**src/rtl/chain_pkg.sv**
```systemverilog
package chain_pkg;

    localparam int unsigned NUM_WORDS  = 4;
    localparam int unsigned IDX_W      = $clog2(NUM_WORDS);
    localparam int unsigned BYTE_SHIFT = 2;

    // word slots inside a descriptor, by address order
    localparam int unsigned SLOT_SRC  = 0;
    localparam int unsigned SLOT_DST  = 1;
    localparam int unsigned SLOT_LINK = 2;
    localparam int unsigned SLOT_CTL  = 3;

    typedef enum logic [1:0] {
        ST_IDLE   = 2'd0,
        ST_ISSUE  = 2'd1,
        ST_AWAIT  = 2'd2,
        ST_RESULT = 2'd3
    } seq_state_e;

    typedef enum logic [1:0] {
        OUT_LOAD = 2'd0,
        OUT_END  = 2'd1,
        OUT_FAIL = 2'd2
    } outcome_e;

endpackage

```
**src/rtl/chain_capture.sv**
```systemverilog
module chain_capture
    import chain_pkg::*;
#(
    parameter int unsigned DATA_W = 32
) (
    input  logic                               clk,
    input  logic                               rst_n,
    input  logic                               wr_en_i,
    input  logic [IDX_W-1:0]                   wr_idx_i,
    input  logic [DATA_W-1:0]                  wr_data_i,
    output logic [NUM_WORDS-1:0][DATA_W-1:0]   words_o
);

    logic [NUM_WORDS-1:0][DATA_W-1:0] words_d, words_q;

    for (genvar g = 0; g < NUM_WORDS; g++) begin : g_slot
        always_comb begin
            words_d[g] = words_q[g];
            if (wr_en_i && (wr_idx_i == IDX_W'(g))) begin
                words_d[g] = wr_data_i;
            end
        end
    end

    always_ff @(posedge clk or negedge rst_n) begin
        if (!rst_n) begin
            words_q <= '0;
        end else begin
            words_q <= words_d;
        end
    end

    assign words_o = words_q;

endmodule

```
**src/rtl/chain_seq.sv**
```systemverilog
module chain_seq
    import chain_pkg::*;
#(
    parameter int unsigned ADDR_W = 32
) (
    input  logic              clk,
    input  logic              rst_n,
    input  logic              start_i,
    input  logic [ADDR_W-1:0] link_ptr_i,
    input  logic              mem_req_ready_i,
    input  logic              mem_rsp_valid_i,
    input  logic              mem_rsp_err_i,
    output logic              busy_o,
    output logic              mem_req_valid_o,
    output logic [ADDR_W-1:0] mem_req_addr_o,
    output logic              cap_en_o,
    output logic [IDX_W-1:0]  cap_idx_o,
    output logic              load_o,
    output logic              chan_off_o,
    output logic              err_set_o
);

    localparam logic [IDX_W-1:0] LAST_IDX = IDX_W'(NUM_WORDS - 1);

    typedef struct packed {
        seq_state_e        state;
        outcome_e          outcome;
        logic [IDX_W-1:0]  idx;
        logic [ADDR_W-1:0] base;
    } seq_t;

    seq_t s_d, s_q;

    always_comb begin
        s_d = s_q;
        unique case (s_q.state)
            ST_IDLE: begin
                if (start_i) begin
                    if (link_ptr_i == '0) begin
                        s_d.state   = ST_RESULT;
                        s_d.outcome = OUT_END;
                    end else begin
                        s_d.state = ST_ISSUE;
                        s_d.base  = link_ptr_i;
                        s_d.idx   = '0;
                    end
                end
            end
            ST_ISSUE: begin
                if (mem_req_ready_i) begin
                    s_d.state = ST_AWAIT;
                end
            end
            ST_AWAIT: begin
                if (mem_rsp_valid_i) begin
                    if (mem_rsp_err_i) begin
                        s_d.state   = ST_RESULT;
                        s_d.outcome = OUT_FAIL;
                    end else if (s_q.idx == LAST_IDX) begin
                        s_d.state   = ST_RESULT;
                        s_d.outcome = OUT_LOAD;
                    end else begin
                        s_d.state = ST_ISSUE;
                        s_d.idx   = s_q.idx + 1'b1;
                    end
                end
            end
            ST_RESULT: begin
                s_d.state = ST_IDLE;
            end
            default: s_d.state = ST_IDLE;
        endcase
    end

    always_ff @(posedge clk or negedge rst_n) begin
        if (!rst_n) begin
            s_q <= '{state: ST_IDLE, outcome: OUT_LOAD, idx: '0, base: '0};
        end else begin
            s_q <= s_d;
        end
    end

    assign busy_o          = (s_q.state != ST_IDLE);
    assign mem_req_valid_o = (s_q.state == ST_ISSUE);
    assign mem_req_addr_o  = s_q.base + ADDR_W'({s_q.idx, BYTE_SHIFT'(0)});
    assign cap_en_o        = (s_q.state == ST_AWAIT) && mem_rsp_valid_i && !mem_rsp_err_i;
    assign cap_idx_o       = s_q.idx;
    assign load_o          = (s_q.state == ST_RESULT) && (s_q.outcome == OUT_LOAD);
    assign chan_off_o      = (s_q.state == ST_RESULT) && (s_q.outcome != OUT_LOAD);
    assign err_set_o       = (s_q.state == ST_RESULT) && (s_q.outcome == OUT_FAIL);

endmodule

```
**src/rtl/chain_loader.sv**
```systemverilog
module chain_loader
    import chain_pkg::*;
#(
    parameter int unsigned ADDR_W = 32,
    parameter int unsigned DATA_W = 32
) (
    input  logic              clk,
    input  logic              rst_n,
    input  logic              start_i,
    input  logic [ADDR_W-1:0] link_ptr_i,
    output logic              busy_o,
    output logic              mem_req_valid_o,
    output logic [ADDR_W-1:0] mem_req_addr_o,
    input  logic              mem_req_ready_i,
    input  logic              mem_rsp_valid_i,
    input  logic [DATA_W-1:0] mem_rsp_data_i,
    input  logic              mem_rsp_err_i,
    output logic              load_o,
    output logic [DATA_W-1:0] src_o,
    output logic [DATA_W-1:0] dst_o,
    output logic [DATA_W-1:0] ctl_o,
    output logic [DATA_W-1:0] link_o,
    output logic              tc_irq_o,
    output logic              chan_off_o,
    output logic              err_set_o
);

    localparam int unsigned TC_BIT = DATA_W - 1;

    logic                             cap_en;
    logic [IDX_W-1:0]                 cap_idx;
    logic [NUM_WORDS-1:0][DATA_W-1:0] words;

    chain_seq #(.ADDR_W(ADDR_W)) u_seq (
        .clk             (clk),
        .rst_n           (rst_n),
        .start_i         (start_i),
        .link_ptr_i      (link_ptr_i),
        .mem_req_ready_i (mem_req_ready_i),
        .mem_rsp_valid_i (mem_rsp_valid_i),
        .mem_rsp_err_i   (mem_rsp_err_i),
        .busy_o          (busy_o),
        .mem_req_valid_o (mem_req_valid_o),
        .mem_req_addr_o  (mem_req_addr_o),
        .cap_en_o        (cap_en),
        .cap_idx_o       (cap_idx),
        .load_o          (load_o),
        .chan_off_o      (chan_off_o),
        .err_set_o       (err_set_o)
    );

    chain_capture #(.DATA_W(DATA_W)) u_cap (
        .clk       (clk),
        .rst_n     (rst_n),
        .wr_en_i   (cap_en),
        .wr_idx_i  (cap_idx),
        .wr_data_i (mem_rsp_data_i),
        .words_o   (words)
    );

    assign src_o    = words[SLOT_SRC];
    assign dst_o    = words[SLOT_DST];
    assign link_o   = words[SLOT_LINK];
    assign ctl_o    = words[SLOT_CTL];
    assign tc_irq_o = load_o && words[SLOT_CTL][TC_BIT];

endmodule

```
**config.mk**
```make
export PLATFORM = sky130hd
export DESIGN_NAME = chain_loader
export DESIGN_NICKNAME = d
export VERILOG_FILES = /design/src/rtl/chain_pkg.sv /design/src/rtl/chain_capture.sv /design/src/rtl/chain_seq.sv /design/src/rtl/chain_loader.sv
export SDC_FILE = /design/constraint.sdc
export NUM_CORES = 1
export LEC_CHECK = 0
export BUFFER_PORTS_ARGS = -buffer_cell sky130_fd_sc_hd__buf_2
export CORE_UTILIZATION = 45
export DETAILED_ROUTE_END_ITERATION = 16
export HOLD_SLACK_MARGIN = 0.06
export PLACE_DENSITY_LB_ADDON = 0.05
export SYNTH_ARGS = -nofsm -noshare
export SYNTH_HDL_FRONTEND = slang
export SYNTH_SLANG_ARGS = --single-unit
```
**constraint.sdc**
```tcl
create_clock -name clk -period 2.33 [get_ports clk]
set_clock_uncertainty 0.15 [all_clocks]
set_input_delay 0.1165 -clock clk [delete_from_list [all_inputs] [get_ports clk]]
set_output_delay 0.1165 -clock clk [all_outputs]
set_load 0.01 [all_outputs]
```
# == Word level (Yosys, flattened, before mapping) ==
# Index checks and enable logic that the tools add are counted.
# W data, S select, Z words.
# word_totals
input_bits,70
reg_bits,166
output_inout_bits,166
word_cells,61
# classes
bitwise_logic,1
reduce_logical,22
muxes,13
n_addsub,2
eq_ne,15
# op_table
operator,count
$mux W38,1
$mux W34,1
$add A32 B4 Y32,1
$logic_not A32 Y1,1
$mux W2,7
$eq A2 B2 Y1 const B,5
$logic_and A1 B1 Y1,10
$ne A2 B2 Y1 const B,5
$pmux W2 S4,1
$pmux W4 S2,1
$logic_not A2 Y1,3
$mux W6,1
$reduce_and A3 Y1,2
$reduce_and A6 Y1,1
$reduce_bool A2 Y1,3
$reduce_and A5 Y1,1
$eq A2 B1 Y1 const B,2
$mux W4,1
$ne A2 B1 Y1 const B,2
$ne A3 B2 Y1 const B,1
$add A2 B1 Y2 const B,1
$logic_not A1 Y1,1
$not A1 Y1,1

# == Logic depth before layout (Yosys ltp) ==
# logic_depth
depth_word,5
mapped_depth,7

# == Cells and area by module ==
# Synthesis repeated with hierarchy kept, for this count alone.
# unflattened
cells_unflattened,497
area_unflattened_um2,7088.0
# modules_own_cells
mod,cells_each,seq_area_each_um2,n_inst,area_per_inst_um2
chain_capture,272,3203.1,1,4744.6
chain_seq,224,950.9,1,2337.2
chain_loader,1,0.0,1,6.3

# == Worst setup path before layout ==
# Ideal clock, no wire load.
# synth_path
kind,reg2out
from,"reg u_seq.s_q, in the netlist u_seq.cap_idx_o[0]"
to,out mem_req_addr_o[24]
slack_ns,0.157
path_stages_with_launch,8
arrival_time_ns,1.907
path_buffers,0
path_cell_list,dfrtp_1 -> ha_1 -> inv_1 -> fa_1 -> nand2b_1 -> nor2_1 -> nand4_1 -> xnor2_1
# synth_between
elab_chain_cells,1
# synth_rtl
item,line_no,source
start: declaration,chain_seq.sv:32,"seq_t s_d, s_q;"
start signal: assignment,chain_seq.sv:77,"s_q <= '{state: ST_IDLE, outcome: OUT_LOAD, idx: '0, base: '0};"
$add A32 B4 Y32,chain_seq.sv:85,"assign mem_req_addr_o = s_q.base + ADDR_W'({s_q.idx, BYTE_SHIFT'(0)});"
end: declaration,chain_loader.sv:13,"output logic [ADDR_W-1:0] mem_req_addr_o,"
# No other way between the ends.

# == Final worst setup path ==
# layout_path
from,"reg u_seq.s_q, in the netlist u_seq.cap_idx_o[0]"
to,out mem_req_addr_o[20]
# Same word-level chain as after synthesis.

==> run_results.csv <==
group,metric,value,unit
yosys,synth-seq-cells,166,
clock_network,path_clk_slew,0.06,ns
sta,rsz0062_at_grt,"yes",
worst_setup_path,end_kind,"output pin",
sta,worstMarginPinSlew,0.600,ns
yosys,syn_nets,570,
floorplanning,fp.dieH,128,um
yosys,synthCells,493,
sta,post-route-worst-setup-slack,-0.126,ns
outcome,status,"finished, violations left",
placed_design,numPortBuffers,235,
routing,drtIter0Drc,150,
routing,num_vias,5171,
sta,min_period,2.46,ns
cells_and_area,syn2layout_area_growth,40.8,%
clock_network,numClockSinks,166,
routing,drcViolationCount,0,
yosys,synth_edf_count,0,
yosys,synthFlopType,"dfrtp_1",
sta,hold_slack,0.0976,ns
yosys,synth-async-reset-ratio,1.00,
cells_and_area,drive_above_1_share,0.577,
grt,overflow,0,
placed_design,hpwlAfterDp,11.8,mm
cells_and_area,post-route-util,0.654,
outcome,violations,"negative setup slack",
sta,post-route-period-util,1.05,
cells_and_area,stdcell_area,0.0101,mm2
sta,drv_slew,0,
pwr,power_density,1260,mW/mm2
clock_network,cts_buffers,17,
floorplanning,initial_core_util,0.465,
placed_design,place_area,0.00857,mm2
clock_network,htreeDepth,4,
min_path,min_path_type,"input pin to asynchronous set/reset pin",
routing,vias_per_cell,4.93,
clock_network,clk_path_buf_depth,2,
grt,grt_pass1_wl,27.7,mm
sta,slew_headroom,0.600,
cells_and_area,multi_input_area,0.00284,mm2
floorplanning,coreArea,0.0154,mm2
cells_and_area,layout.nets,901,
grt,grt_max_degree,64,
yosys,synth_area,0.00715,mm2
sta,finalSetupViolations,14,
sta,tns,-0.993,ns
placed_design,dp.cells,937,
worst_setup_path,start_kind,"flop",
routing,postRouteAntennaNets,0,
floorplanning,dieArea,0.0164,mm2
floorplanning,ios,236,
yosys,yosysWarnings,0,
worst_setup_path,cp_data_arrival_time,2.19,ns
yosys,yosys.cell_types.count,40,
clock_network,cts_tree,"built",
yosys,ys_seq_area_frac,0.581,
cells_and_area,fin_cells,1049,
sta,hold_viol,0,
placed_design,place_congestion,0.846,
pwr,ir_drop,0.586,mV
worst_setup_path,cp_max_fo,8,
floorplanning,die_x,128,um
routing,drt-total-wl,17.4,mm
routing,firstDrtPassIters,4,
floorplanning,num_rows,45,
cells_and_area,seq_area,0.00416,mm2
clock_network,cts_root_buf,"clkbuf_16",
clock_network,clk_latency,0.41,ns
grt,grt_pass1_vias,5435,
routing,routedWlPerCell,16.6,um
grt,antenna_found_initial,1,
grt,gr-usage-all-layers,0.221,
yosys,avgSynthCellArea,14.5,um2
pwr,power.leakage,5.17,nW
worst_setup_path,path_class,"flop to output pin",
worst_setup_path,required,2.06,ns
sta,max_freq,0.407,GHz
cells_and_area,n_fill_cell,1203,
flow_run,drv_cap,0,
-- sequential cells by signal, summed over array words and instances, names as in the netlist --
signal	flops
u_seq.s_q	36
u_seq.cap_idx_o	2
u_cap.words_o	128
-- worst paths after layout --
path	from	to	slack, ns	cells past startpoint
min in group clk	link_ptr_i[13]	u_seq.s_q[13]	0.34	3
worst max-delay path	u_seq.cap_idx_o[0]	mem_req_addr_o[20]	-0.13	10
worst min register to register	u_cap.words_o[91]	u_cap.words_o[91]	0.35	1
max in group asynchronous	rst_n	u_cap.words_o[63]	1.22	3
worst min-delay path	rst_n	u_cap.words_o[87]	0.1	2
worst max register to register	u_seq.cap_idx_o[1]	u_seq.s_q[35]	0.40	6
-- metrics by stage --
stage	total power [mW]	worst slack, ns
2_1_floorplan	7.52	0.157
3_3_place_gp	9.34	0.146
3_5_place_dp	9.48	0.110
4_1_cts	12.7	-0.158
5_1_grt	13.4	-0.261
6_report	12.7	-0.126
-- per-layer routing --
metal	vias up	GRT usage	wire, um
met1	2548	0.269	7490
li1	2424	-	-
met5	-	0	0
met3	24	0.0576	967
met4	0	0.0789	232
met2	175	0.378	8700
-- repair_timing --
item	CTS	global route
buffers inserted	6	3
hold buffers	70	0
endpoints found under the setup margin	25	56
hold endpoints to repair	330	0
resized for setup	12	11
pin swaps	13	9
-- Yosys cell counts, drive strengths merged (2+ instances only) --
cell,count,area [um2]
xor2,2,17.5
nor3b,2,15.0
and3,4,25.0
ha,6,75.1
buf,18,189
nor3,5,35.0
nor2,11,41.3
nand3,5,25.0
a21oi,2,10.0
dfrtp,166,4150
clkbuf,3,11.3
and2,5,31.3
or3,2,12.5
nor2b,2,12.5
a311o,2,20.0
nand2,16,60.1
a31oi,2,12.5
mux2,160,1800
o21ai,4,20.0
inv,11,41.3
nor4,9,62.6
nand4,17,106
xnor2,26,228
-- where the power goes --
part	switching, mW	total [mW]	internal (mW)
combinational	2.23	4.68	2.46
clock	1.11	2.97	1.86
sequential	0.838	5.00	4.16
-- layout by cell type (no fill, tap or decap), types with 4 or more instances in the layout --
cell / instances
dlygate4sd3_1: 70
inv_1: 10
nand2_2: 5
buf_2: 234
nand4_1: 17
and3_1: 4
xnor2_1: 24
nor4_1: 7
nand2_1: 11
buf_4: 25
nand3_1: 5
nor2_1: 7
bufinv_16: 4
o21ai_0: 4
ha_1: 5
and2_1: 5
mux2_2: 160
dfrtp_2: 4
dfrtp_1: 162
clkbuf_16: 17
-- final cells by class --
class                      count  area share
sequential                   166       0.413
multi-input combinational    295       0.282
timing repair buffer         333       0.211
clock buffer                  21      0.0458
tap                          211      0.0262
clock inverter                10      0.0169
inverter                      11     0.00410
antenna                        2    0.000498
-- worst max-delay path: stages, from the launching register on --
cell      delay [ns]
dfrtp_1         0.36
ha_2            0.20
inv_2           0.04
fa_2            0.33
nand2b_4        0.16
nor2_4          0.08
buf_6           0.13
buf_4           0.12
nand2_2         0.06
xnor2_2         0.14
buf_2           0.14
-- logic make-up after synthesis --
group | Yosys count | synth area share
flops | 166 | 0.581
mux | 161 | 0.254
simple gates | 83 | 0.0676
buf+inv | 32 | 0.0338
xor+xnor | 28 | 0.0343
compound gates | 16 | 0.0161
fa+ha+maj | 7 | 0.0133
(Power assumes the default switching activity.)
